### src/rtl/spi_rm_pkg.sv
package spi_rm_pkg;
  // register byte offsets
  localparam int OFS_CTRL  = 'h00;
  localparam int OFS_CFG   = 'h04;
  localparam int OFS_TX    = 'h08;
  localparam int OFS_RX    = 'h0C;
  localparam int OFS_CAUSE = 'h10;
  // field positions
  localparam int CTRL_SEL_EN = 0;
  localparam int CTRL_IDX_LO = 2;
  localparam int CFG_W16     = 5;
  localparam int CFG_CPOL    = 11;
  localparam int CFG_CPHA    = 12;

  typedef struct packed {
    logic w16;
    logic cpol;
    logic cpha;
  } xfer_mode_t;
endpackage

### src/rtl/spi_rm_regs.sv
module spi_rm_regs
  import spi_rm_pkg::*;
#(
  parameter int DATA_W = 32,
  parameter int ADDR_W = 5,
  parameter int IDX_W  = 3,
  parameter int WORD_W = 16
) (
  input  logic              clk,
  input  logic              rst,
  input  logic [ADDR_W-1:0] addr,
  input  logic              wr,
  input  logic [DATA_W-1:0] wdata,
  output logic [DATA_W-1:0] rdata,
  input  logic              busy,
  input  logic              done,
  input  logic [WORD_W-1:0] rx_word,
  output logic              sel_en,
  output logic [IDX_W-1:0]  sel_idx,
  output xfer_mode_t        mode,
  output logic              start,
  output logic [WORD_W-1:0] tx_word
);
  logic hit_ctrl, hit_cfg, hit_tx, hit_cause;
  logic cause_q;
  logic [DATA_W-1:0] rd_mux;

  assign hit_ctrl  = wr && (addr == ADDR_W'(OFS_CTRL));
  assign hit_cfg   = wr && (addr == ADDR_W'(OFS_CFG));
  assign hit_tx    = wr && (addr == ADDR_W'(OFS_TX));
  assign hit_cause = wr && (addr == ADDR_W'(OFS_CAUSE));

  assign start   = hit_tx && !busy;
  assign tx_word = wdata[WORD_W-1:0];

  always_ff @(posedge clk) begin
    if (rst) begin
      sel_en  <= 1'b0;
      sel_idx <= '0;
      mode    <= '0;
      cause_q <= 1'b0;
    end else begin
      if (hit_ctrl) begin
        sel_en  <= wdata[CTRL_SEL_EN];
        sel_idx <= wdata[CTRL_IDX_LO +: IDX_W];
      end
      if (hit_cfg) begin
        mode.w16  <= wdata[CFG_W16];
        mode.cpol <= wdata[CFG_CPOL];
        mode.cpha <= wdata[CFG_CPHA];
      end
      if (done)
        cause_q <= 1'b1;
      else if (hit_cause && (wdata == '0))
        cause_q <= 1'b0;
    end
  end

  always_comb begin
    rd_mux = '0;
    case (addr)
      ADDR_W'(OFS_CTRL): begin
        rd_mux[CTRL_SEL_EN] = sel_en;
        rd_mux[CTRL_IDX_LO +: IDX_W] = sel_idx;
      end
      ADDR_W'(OFS_CFG): begin
        rd_mux[CFG_W16]  = mode.w16;
        rd_mux[CFG_CPOL] = mode.cpol;
        rd_mux[CFG_CPHA] = mode.cpha;
      end
      ADDR_W'(OFS_RX):    rd_mux[WORD_W-1:0] = rx_word;
      ADDR_W'(OFS_CAUSE): rd_mux[0] = cause_q;
      default:            rd_mux = '0;
    endcase
  end

  always_ff @(posedge clk) begin
    if (rst) rdata <= '0;
    else     rdata <= rd_mux;
  end
endmodule

### src/rtl/spi_rm_shifter.sv
module spi_rm_shifter
  import spi_rm_pkg::*;
#(
  parameter int WORD_W  = 16,
  parameter int SHORT_W = 8
) (
  input  logic              clk,
  input  logic              rst,
  input  logic              tick,
  input  logic              start,
  input  xfer_mode_t        mode,
  input  logic [WORD_W-1:0] tx_word,
  input  logic              miso,
  output logic              busy,
  output logic              done,
  output logic              sclk,
  output logic              mosi,
  output logic [WORD_W-1:0] rx_word
);
  localparam int CNT_W   = $clog2(2*WORD_W);
  localparam int LAST_L  = 2*WORD_W - 1;
  localparam int LAST_S  = 2*SHORT_W - 1;

  xfer_mode_t        lat;
  logic [WORD_W-1:0] tx_sr, rx_sr;
  logic [CNT_W-1:0]  edge_cnt;
  logic              smp, shf, last;

  assign smp  = (edge_cnt[0] == lat.cpha);
  assign shf  = !smp && !(lat.cpha && edge_cnt == '0);
  assign last = lat.w16 ? (edge_cnt == CNT_W'(LAST_L)) : (edge_cnt == CNT_W'(LAST_S));
  assign mosi = tx_sr[WORD_W-1];

  always_ff @(posedge clk) begin
    if (rst) begin
      busy     <= 1'b0;
      done     <= 1'b0;
      sclk     <= 1'b0;
      lat      <= '0;
      tx_sr    <= '0;
      rx_sr    <= '0;
      edge_cnt <= '0;
      rx_word  <= '0;
    end else begin
      done <= 1'b0;
      if (done) rx_word <= rx_sr;
      if (!busy) begin
        sclk <= mode.cpol;
        if (start) begin
          busy     <= 1'b1;
          lat      <= mode;
          rx_sr    <= '0;
          edge_cnt <= '0;
          tx_sr    <= mode.w16 ? tx_word
                               : {tx_word[SHORT_W-1:0], {(WORD_W-SHORT_W){1'b0}}};
        end
      end else if (tick) begin
        sclk     <= ~sclk;
        edge_cnt <= edge_cnt + 1'b1;
        if (smp) rx_sr <= {rx_sr[WORD_W-2:0], miso};
        if (shf) tx_sr <= {tx_sr[WORD_W-2:0], 1'b0};
        if (last) begin
          busy <= 1'b0;
          done <= 1'b1;
        end
      end
    end
  end
endmodule

### src/rtl/spi_rm_select.sv
module spi_rm_select #(
  parameter int NUM_CS = 8,
  parameter int IDX_W  = 3
) (
  input  logic              clk,
  input  logic              rst,
  input  logic              sel_en,
  input  logic [IDX_W-1:0]  sel_idx,
  output logic [NUM_CS-1:0] cs_n
);
  for (genvar i = 0; i < NUM_CS; i++) begin : g_line
    always_ff @(posedge clk) begin
      if (rst) cs_n[i] <= 1'b1;
      else     cs_n[i] <= !(sel_en && (sel_idx == IDX_W'(i)));
    end
  end
endmodule

### src/rtl/spi_regmap_master.sv
module spi_regmap_master
  import spi_rm_pkg::*;
#(
  parameter int DATA_W  = 32,
  parameter int ADDR_W  = 5,
  parameter int NUM_CS  = 8,
  parameter int WORD_W  = 16,
  parameter int SHORT_W = 8
) (
  input  logic              clk,
  input  logic              rst,
  input  logic [ADDR_W-1:0] reg_addr,
  input  logic              reg_wr,
  input  logic [DATA_W-1:0] reg_wdata,
  output logic [DATA_W-1:0] reg_rdata,
  input  logic              sclk_tick,
  output logic              spi_sclk,
  output logic              spi_mosi,
  input  logic              spi_miso,
  output logic [NUM_CS-1:0] spi_cs_n
);
  localparam int IDX_W = $clog2(NUM_CS);

  logic              busy, xfer_done, start, sel_en;
  logic [IDX_W-1:0]  sel_idx;
  logic [WORD_W-1:0] tx_word, rx_word;
  xfer_mode_t        mode;

  spi_rm_regs #(.DATA_W(DATA_W), .ADDR_W(ADDR_W), .IDX_W(IDX_W), .WORD_W(WORD_W)) u_regs (
    .clk(clk), .rst(rst), .addr(reg_addr), .wr(reg_wr), .wdata(reg_wdata),
    .rdata(reg_rdata), .busy(busy), .done(xfer_done), .rx_word(rx_word),
    .sel_en(sel_en), .sel_idx(sel_idx), .mode(mode), .start(start), .tx_word(tx_word)
  );

  spi_rm_shifter #(.WORD_W(WORD_W), .SHORT_W(SHORT_W)) u_shift (
    .clk(clk), .rst(rst), .tick(sclk_tick), .start(start), .mode(mode),
    .tx_word(tx_word), .miso(spi_miso), .busy(busy), .done(xfer_done),
    .sclk(spi_sclk), .mosi(spi_mosi), .rx_word(rx_word)
  );

  spi_rm_select #(.NUM_CS(NUM_CS), .IDX_W(IDX_W)) u_sel (
    .clk(clk), .rst(rst), .sel_en(sel_en), .sel_idx(sel_idx), .cs_n(spi_cs_n)
  );
endmodule

### config.mk
export PLATFORM = sky130hd
export DESIGN_NAME = spi_regmap_master
export DESIGN_NICKNAME = d
export VERILOG_FILES = /design/src/rtl/spi_rm_pkg.sv /design/src/rtl/spi_rm_regs.sv /design/src/rtl/spi_rm_shifter.sv /design/src/rtl/spi_rm_select.sv /design/src/rtl/spi_regmap_master.sv
export SDC_FILE = /design/constraint.sdc
export NUM_CORES = 1
export LEC_CHECK = 0
export ABC_AREA = 1
export BUFFER_PORTS_ARGS = -buffer_cell sky130_fd_sc_hd__buf_2
export CAP_MARGIN = 20
export CORE_MARGIN = 1.5
export CORE_UTILIZATION = 55
export DETAILED_ROUTE_END_ITERATION = 6
export PLACE_DENSITY = 0.81
export SYNTH_ARGS = -nofsm -noshare
export SYNTH_HDL_FRONTEND = slang
export SYNTH_SLANG_ARGS = --single-unit
### constraint.sdc
create_clock -name clk -period 2.25 [get_ports clk]
set_input_delay 0.3375 -clock clk [delete_from_list [all_inputs] [get_ports clk]]
set_output_delay 0.3375 -clock clk [all_outputs]
set_load 0.01 [all_outputs]
==> results of run 1 <==
[sequential cells by signal, indices dropped and copies added (netlist names)]
signal,cells
u_shift.edge_cnt,5
u_sel.cs_n,8
u_shift.rx_word,16
u_regs.rdata,16
u_shift.busy,1
u_shift.lat,2
u_shift.sclk,1
u_shift.rx_sr,16
u_regs.cause_q,1
u_regs.sel_en,1
u_regs.mode,3
u_shift.tx_sr,16
u_shift.done,1
u_regs.sel_idx,3
[cells by family after synthesis]
family | share of synthesized area, %
AOI/OAI and AO/OA | 15.7
xor gates and xnor gates | 0.226
adders and majority gates | 0.646
buffers and inverters | 10.4
DFF | 46.5
other | 0.0969
and+or+nand+nor | 26.4
[where the power goes]
group	total, mW	internal [mW]	switching, mW
Combinational	0.173	0.0617	0.111
Clock	1.02	0.420	0.600
Sequential	1.60	1.60	0.00490
[final timing paths]
kind                                     from                            end  slack (ns)  cells after the start
max          u_shift.edge_cnt[0]$_SDFFE_PP0P_  u_shift.tx_sr[2]$_SDFFE_PP0P_        0.66                      8
min                             reg_wdata[12]    u_regs.mode[0]$_SDFFE_PP0P_        0.25                      3
max reg2reg  u_shift.edge_cnt[0]$_SDFFE_PP0P_  u_shift.tx_sr[2]$_SDFFE_PP0P_        0.66                      8
min reg2reg   u_shift.rx_word[1]$_SDFFE_PP0P_     u_regs.rdata[1]$_SDFF_PP0_        0.44                      2
[area by class of cell]
cell class                      count  area [um^2]  share of cell area [%]
Multi-Input combinational cell    361         1720                    39.4
Timing Repair Buffer               74          400                    9.15
Tap cell                           96          120                    2.75
Clock buffer                        9          124                    2.83
Inverter                           39          146                    3.35
Sequential cell                    90         1800                    41.2
Clock inverter                      7         60.1                    1.37
[worst max-delay path, delay by kind of cell, from the launching register on]
kind          cells  cell delay, ns
simple gates      6            0.75
flops             1            0.44
fa+ha+maj         1            0.21
buf+inv           1            0.09
[layout by cell type (no fill, tap or decap), types with 2 or more instances in the layout]
cell type,n
conb_1,16
nand3_1,44
buf_2,67
clkinv_1,2
inv_1,36
ha_1,2
nand4_1,4
clkbuf_8,9
buf_4,6
a22oi_1,7
nand2_1,95
a21oi_1,75
nor2_1,66
inv_6,2
clkinv_4,3
o21ai_0,28
dfxtp_1,90
or2_2,2
nand2_4,4
nor3_1,4
a21oi_2,2
[layer usage]
| layer | global-route usage (%) | part of all wire, % |
|---|---|---|
| met3 | 5.31 | 5.7 |
| met1 | 29.7 | 46 |
| met5 | 0 | 0 |
| met2 | 35.4 | 47 |
| met4 | 9.68 | 1.8 |
[stage by stage]
stage | utilization [%] | instance area [um^2] | std cells | setup WS (ns)
floorplan | - | 3930 | 530 | 0.919
detailed placement | 61.7 | 4190 | 660 | 0.528
finish | 64.4 | 4370 | 676 | 0.664
CTS | 64.4 | 4370 | 676 | 0.691
global placement | 61.7 | 4190 | 660 | 0.630
global route | 64.4 | 4370 | 676 | 0.495
==> impl_metrics.json, run 1 <==
{
  "synth_top_area_share_pct": 46.5,
  "die_w_um": 86.9,
  "floorplan.initialDensity_pct": 57.0,
  "crit_chain": "inv_1, ha_1, nand4_1, nand3_1, nand2_4, nand3_1, nand2_1, nor2_1",
  "total_power_mw": 2.80,
  "cts_sinks": 90,
  "critPathArrivalTime_ns": 1.84,
  "crit_fanout": 32,
  "tritoncts": "done",
  "synth_top_cell_by_area": "dfxtp_1",
  "route.detailed.wl_per_inst_um": 11.8,
  "grt_setup_unrepaired": "false",
  "ir_drop_v": 0.000314,
  "drv_slew": 0,
  "status": "complete, no violations",
  "finalClockSkew_ns": 0.00864,
  "holdWs_ns": 0.247,
  "start_kind": "flip-flop",
  "ys_ff_latch": 90,
  "grt_pass1_vias": 2988,
  "worst_pin_slew_ns": 0.578,
  "antenna_left": 0,
  "slew-limit-headroom_pct": 61.2,
  "drive_above_1_share_pct": 17.9,
  "synth_seq_area_share_pct": 46.5,
  "fillers": 604,
  "netlist_instances": 515,
  "critical_path_class": "flip-flop to flip-flop",
  "syn2layout_area_growth_pct": 13.0,
  "cpPeakStageDelay_ns": 0.44,
  "fin_setup_tns_ns": 0,
  "grt_max_degree": 39,
  "cts_resized": 0,
  "die-height_um": 86.9,
  "fmax_mhz": 630,
  "worstHoldPathType": "primary input to flip-flop",
  "numCtsBuffers": 9,
  "hold_buffers": 0,
  "ys_async_sr_fraction_pct": 0,
  "maxCapViolCount": 0,
  "dr.first_iter.drc_count": 322,
  "grt_first_pass_wirelength_um": 13400,
  "n_antenna_cell": 0,
  "dp_hpwl_um": 5580,
  "required_ns": 2.51,
  "fin_crit_sh_pct": 70.5,
  "cts-root-buf": "clkbuf_8",
  "max-clock-path-buffers": 2,
  "drcViolationCount": 0,
  "synth_edf_count": 0,
  "finalWirelength_um": 8000,
  "avgViaCountPerCell": 5.06,
  "p_per_area_mw_per_mm2": 639,
  "fp-row-count": 30,
  "firstDrtPassIters": 4,
  "synth_commonest_cells": "95 x nand2_1, 90 x dfxtp_1, 75 x a21oi_1",
  "syn_area_per_cell_um2": 7.52,
  "core_area_mm2": 0.00679,
  "ys_warn_count": 0,
  "die-area_mm2": 0.00755,
  "gr-total-overflow": 0,
  "synth_ff_type": "dfxtp_1",
  "setup_violations": 0,
  "synthTopCellsByArea": "dfxtp_1 47%, a21oi_1 9.7%, nand2_1 9.2%",
  "p_leak_nw": 1.82,
  "crit_path_end_kind": "flip-flop",
  "finalHoldViolations": 0,
  "yosysUniqueCellTypes": 35,
  "cts_setup_buffers": 0,
  "synth_most_common_cell": "nand2_1",
  "gp_congestion": 0.958,
  "port_buffers": 67,
  "clk_pin_slew_ns": 0.09,
  "synth_area_mm2": 0.00387,
  "ctsHtreeMaxLevel": 3,
  "num-nets-final": 619,
  "clk_latency_ns": 0.36,
  "grt_usage_pct": 22.5,
  "io_pins": 84,
  "cpMaxStageDelayCell": "dfxtp_1",
  "num_vias": 3419,
  "grt_antenna_before_repair": 0,
  "min_period_ns": 1.59,
  "cp_common_cell": "nand3_1"
}
(Power assumes the default switching activity.)
==> run 2, diff against run 1 <==
- ABC_AREA: 1 -> 0
- CORE_UTILIZATION: 55 -> 48
- PLACE_DENSITY: 0.81 -> 0.75
- clock period: 2.25 -> 1.3 ns (I/O delays scaled with it)
==> impl_metrics.json, run 2 <==
{
  "synth_top_area_share_pct": 48.4,
  "critPathTopFamily": "compound AO/OA/AOI/OAI gates",
  "synth_seq_area_share_pct": 48.4,
  "gp_congestion": 0.862,
  "setup_violations": 32,
  "gr-total-overflow": 0,
  "route.detailed.wl_per_inst_um": 15.2,
  "crit_fanout": 5,
  "hold_path.startpoint": "spi_miso",
  "min_period_ns": 1.57,
  "synth_top_cell_by_area": "dfxtp_1",
  "holdWs_ns": 0.0712,
  "ctsHtreeMaxLevel": 3,
  "finalClockSkew_ns": 0.00923,
  "dr.first_iter.drc_count": 157,
  "fmax_mhz": 639,
  "ff2ff_setup_slack_ns": -0.27,
  "floorplan.initialDensity_pct": 50.6,
  "dp_slack_ns": -0.424,
  "critical_path_class": "flip-flop to flip-flop",
  "synth_area_mm2": 0.00373,
  "critPathArrivalTime_ns": 1.83,
  "ys_async_sr_fraction_pct": 0,
  "synth_commonest_cells": "90 x dfxtp_1, 33 x nand2_1, 32 x nor2_1",
  "cts-root-buf": "clkbuf_8",
  "grt_max_degree": 35,
  "worstHoldPathType": "primary input to flip-flop",
  "postLayoutSetupSlackWorst_ns": -0.266,
  "drive_above_1_share_pct": 33.3,
  "layout_commonest_cell": "dfxtp_1",
  "synth_edf_count": 0,
  "synth_most_common_cell": "dfxtp_1",
  "cp.depth": 6,
  "avgViaCountPerCell": 5.38,
  "firstDrtPassIters": 4,
  "grt_usage_pct": 21.8,
  "cp_num_buf_inv": 2,
  "syn2layout_area_growth_pct": 27.5,
  "yosysUniqueCellTypes": 47,
  "cpMaxStageDelayCell": "dfxtp_4",
  "n_antenna_cell": 0,
  "required_ns": 1.56,
  "ir_drop_v": 0.000521,
  "io_pins": 84,
  "drv_slew": 0,
  "synth_ff_type": "dfxtp_1",
  "worstReg2RegEnd": "u_shift.tx_sr[0]$_SDFFE_PP0P_",
  "grt_first_pass_wirelength_um": 14300,
  "die_w_um": 91.1,
  "cpPeakStageDelay_ns": 0.39,
  "dp_hpwl_um": 6110,
  "fp-row-count": 31,
  "num_vias": 3177,
  "ys_ff_latch": 90,
  "num-nets-final": 531,
  "fillers": 604,
  "netlist_instances": 388,
  "cts_sinks": 90,
  "stdcell_count": 591,
  "violations": "setup timing",
  "clk_latency_ns": 0.36,
  "drcViolationCount": 0,
  "maxCapViolCount": 0,
  "grt_pass1_vias": 2908,
  "p_per_area_mw_per_mm2": 1070,
  "crit_path_end_kind": "flip-flop",
  "r2r_cells": 6,
  "core_area_mm2": 0.00737,
  "status": "finished, violations left",
  "start_kind": "flip-flop",
  "p_leak_nw": 1.90,
  "port_buffers": 67,
  "die-height_um": 91.1,
  "hold_buffers": 0,
  "syn_area_per_cell_um2": 9.60,
  "tritoncts": "done",
  "holdPathStages": 2,
  "numCtsBuffers": 9,
  "crit_chain": "inv_4, ha_4, a211o_4, buf_6, and4b_1, a41o_1",
  "finalHoldViolations": 0,
  "antenna_left": 0,
  "grt_antenna_before_repair": 0,
  "max-clock-path-buffers": 2,
  "ys_warn_count": 0,
  "finalWirelength_um": 8970,
  "die-area_mm2": 0.00830,
  "grt_setup_unrepaired": "true",
  "hold_end": "u_shift.rx_sr[0]$_SDFFE_PP0P_",
  "synthTopCellsByArea": "dfxtp_1 48%, mux2i_1 8.1%, a22o_1 4.5%",
  "dp_cells": 567,
  "layout_common_cells": "85 x dfxtp_1, 67 x buf_2, 35 x buf_4",
  "r2r-start": "u_shift.edge_cnt[0]$_SDFFE_PP0P_",
  "clk_pin_slew_ns": 0.09,
  "fin_crit_sh_pct": 120
}
==> run 2: changes by cell type after synthesis, sizes merged, moves of 7 or more <==
cell    before  now
nand3       44   12
a21oi       77   19
and4         0    7
a311oi       0    7
a22o         0   19
mux2i        0   30
and2         1   11
nand2      100   33
o21ai       29   13
nor2        67   32
inv         37   14
a31o         0    7
==> run 2: layer usage <==
metal / routed length [um] / up-vias / global-route usage [%]
met1: 4110 / 1489 / 30.0
met3: 606 / 13 / 4.77
met4: 138 / 0 / 8.20
met2: 4110 / 110 / 33.5
met5: 0 / - / 0
li1: - / 1565 / -
==> run 2: kinds of logic (layout without fill, tap and decap cells) <==
logic type | count (synthesis) | after routing | synth area share [%]
other | 1 | 16 | 0.101
adders and majority gates | 2 | 2 | 0.671
buffers and inverters | 52 | 139 | 7.52
muxes | 32 | 32 | 8.66
xor gates and xnor gates | 4 | 4 | 0.940
AOI/OAI and AO/OA | 77 | 78 | 15.4
DFF | 90 | 90 | 48.4
and+or+nand+nor | 130 | 131 | 18.3
==> run 2: repair_timing <==
action,4_1_cts,5_1_grt
buffers inserted,3,3
pin swaps,10,6
hold endpoints to repair,0,0
cloned,1,1
setup endpoints to repair,36,36
resized for setup,23,16
==> run 2: cell type report <==
cell class / instances / area, um^2 / share of cell area (%)
Clock buffer: 9 / 124 / 2.61
Clock inverter: 7 / 87.6 / 1.84
Inverter: 14 / 55.1 / 1.16
Multi-Input combinational cell: 263 / 1850 / 39.0
Sequential cell: 90 / 1810 / 38.2
Tap cell: 99 / 124 / 2.61
Timing Repair Buffer: 109 / 694 / 14.6
==> run 2: how the worst max path moves through the flow <==
stage / from / end
6_report: u_shift.edge_cnt[0]$_SDFFE_PP0P_ / u_shift.tx_sr[0]$_SDFFE_PP0P_
5_1_grt: u_shift.edge_cnt[0]$_SDFFE_PP0P_ / u_shift.tx_sr[11]$_SDFFE_PP0P_
4_1_cts: u_shift.edge_cnt[0]$_SDFFE_PP0P_ / u_shift.tx_sr[0]$_SDFFE_PP0P_
3_5_place_dp: u_shift.lat[0]$_SDFFE_PP0P_ / u_shift.tx_sr[9]$_SDFFE_PP0P_
3_3_place_gp: u_shift.lat[0]$_SDFFE_PP0P_ / u_shift.tx_sr[10]$_SDFFE_PP0P_
2_1_floorplan: u_shift.edge_cnt[0]$_SDFFE_PP0P_ / u_shift.tx_sr[0]$_SDFFE_PP0P_
==> run 2: through the flow <==
stage	util, %	cell area, um^2	TNS (ns)	total power, mW
final	64.5	4750	-6.63	5.10
after global routing	64.5	4750	-7.70	5.28
after floorplan	-	3830	-3.94	3.00
after detailed placement	58.6	4320	-15.80	3.11
after global placement	58.6	4320	-14.94	3.11
after CTS	63.2	4660	-6.38	5.10
==> run 2: power breakdown <==
part / switching [mW] / total, mW / internal (mW)
logic: 0.183 / 0.308 / 0.124
clock network: 1.08 / 2.02 / 0.940
registers: 0.00672 / 2.76 / 2.76
==> run 3, diff against run 2 <==
- CORE_UTILIZATION: 48 -> 50
- CTS_BUF_LIST: unset -> sky130_fd_sc_hd__clkbuf_2 sky130_fd_sc_hd__clkbuf_4 sky130_fd_sc_hd__clkbuf_8
- PLACE_DENSITY: 0.75 -> 0.78
==> impl_metrics.json, run 3 (synthesized netlist as in run 2, its figures left out) <==
{
  "status": "finished, violations left",
  "violations": "setup timing",
  "grt_first_pass_wirelength_um": 13600,
  "clk_pin_slew_ns": 0.09,
  "fp-row-count": 31,
  "wl_met2_um": 4340,
  "grt_pass1_vias": 2837,
  "firstDrtPassIters": 4,
  "required_ns": 1.56,
  "grt_antenna_before_repair": 0,
  "fmax_mhz": 658,
  "layout_commonest_cell": "dfxtp_1",
  "fin_setup_tns_ns": -5.29,
  "post-route-util_pct": 65.0,
  "die-height_um": 89.3,
  "drv_slew": 0,
  "layout_common_cells": "84 x dfxtp_1, 67 x buf_2, 36 x buf_4",
  "cpMaxStageDelayCell": "a211o_2",
  "crit_path_start": "u_shift.lat[0]$_SDFFE_PP0P_",
  "critPathArrivalTime_ns": 1.78,
  "antenna_left": 0,
  "multi_input_area_mm2": 0.00183,
  "dpl-instance-area_mm2": 0.00433,
  "min_period_ns": 1.52,
  "die-area_mm2": 0.00798,
  "dp_hpwl_um": 6160,
  "dr.first_iter.drc_count": 223,
  "max-clock-path-buffers": 2,
  "hold_buffers": 0,
  "start_kind": "flip-flop",
  "finalHoldViolations": 0,
  "cp_num_buf_inv": 1,
  "p_per_area_mw_per_mm2": 1030,
  "num-nets-final": 531,
  "finalClockSkew_ns": 0.0103,
  "cts_sinks": 90,
  "crit_chain": "nor4b_4, buf_4, a211o_2, and4_1, a31o_2",
  "worstHoldPathType": "primary input to flip-flop",
  "top_layer": "met4",
  "critical_path_class": "flip-flop to flip-flop",
  "ir_drop_v": 0.000638,
  "p_leak_nw": 1.87,
  "n_antenna_cell": 0,
  "r2r-start": "u_shift.lat[0]$_SDFFE_PP0P_",
  "tritoncts": "done",
  "num_vias": 3182,
  "hold_path.startpoint": "spi_miso",
  "fillers": 591,
  "crit_fanout": 4,
  "drive_above_1_share_pct": 32.3,
  "wl_met1_um": 3960,
  "dp_cells": 570,
  "cts-root-buf": "clkbuf_8",
  "syn2layout_area_growth_pct": 25.9,
  "postLayoutSetupSlackWorst_ns": -0.220,
  "grt_max_degree": 25,
  "finalWirelength_um": 8830,
  "gr-total-overflow": 0,
  "grt_setup_unrepaired": "true",
  "stdcell_count": 591,
  "clk_latency_ns": 0.36,
  "port_buffers": 67,
  "critPathTopFamily": "compound AO/OA/AOI/OAI gates",
  "numCtsBuffers": 9,
  "avgViaCountPerCell": 5.38,
  "ctsHtreeMaxLevel": 3,
  "floorplan.initialDensity_pct": 51.6,
  "cpPeakStageDelay_ns": 0.38,
  "crit_path_end_kind": "flip-flop",
  "post-route-cell-area_mm2": 0.00469,
  "setup_violations": 32,
  "core_area_mm2": 0.00721,
  "maxCapViolCount": 0,
  "die_w_um": 89.3,
  "seq_area_mm2": 0.00181,
  "gp_congestion": 0.823,
  "drcViolationCount": 0,
  "route.detailed.wl_per_inst_um": 14.9,
  "grt_usage_pct": 22.6,
  "dr_wl_met3_um": 392,
  "io_pins": 84,
  "fin_crit_sh_pct": 117
}
[run 3: cell types whose count changed in the layout (fill, tap and decap cells not counted), sizes merged]
cell      previous run  this run
clkinvlp             0         2
bufinv               1         0
inv                 19        18
[run 3: final timing paths]
path,end,slack (ns),cells past startpoint
min,u_shift.rx_sr[0]$_SDFFE_PP0P_,0.09,2
max,u_shift.tx_sr[10]$_SDFFE_PP0P_,-0.22,5
max reg2reg,u_shift.tx_sr[10]$_SDFFE_PP0P_,-0.22,5
min reg2reg,u_regs.rdata[13]$_SDFF_PP0_,0.46,1
[run 3: timing repair]
action	in CTS	in global routing
endpoints found under the setup margin	37	39
gates cloned	2	0
pin swaps	9	4
resized for setup	20	11
setup buffers	1	2
[run 3: per-stage QoR]
| stage | power [mW] | hold WS (ns) | worst slack, ns |
|---|---|---|---|
| 6_report | 4.85 | 0.0887 | -0.220 |
| 5_1_grt | 5.02 | 0.0951 | -0.243 |
| 4_1_cts | 4.86 | 0.0852 | -0.214 |
| 3_5_place_dp | 3.12 | 0.439 | -0.475 |
| 3_3_place_gp | 3.11 | 0.439 | -0.366 |
| 2_1_floorplan | 3.00 | 0.273 | -0.217 |
[run 3: routing by layer]
metal	GRT usage [%]	vias up
li1	-	1562
met1	29.9	1495
met2	37.7	111
met4	7.69	0
met3	3.42	14
met5	0	-
[run 3: report_power, final]
part | switching (mW) | internal [mW]
clock | 1.06 | 0.725
sequential | 0.00661 | 2.76
combinational | 0.179 | 0.127
total | 1.24 | 3.61
[run 3: layout make-up]
type	count	area share, %
multi-input combinational	263	39.1
timing repair buffer	109	14.5
tap	99	2.64
clock buffer	9	2.64
sequential	90	38.7
clock inverter	7	1.23
inverter	14	1.17
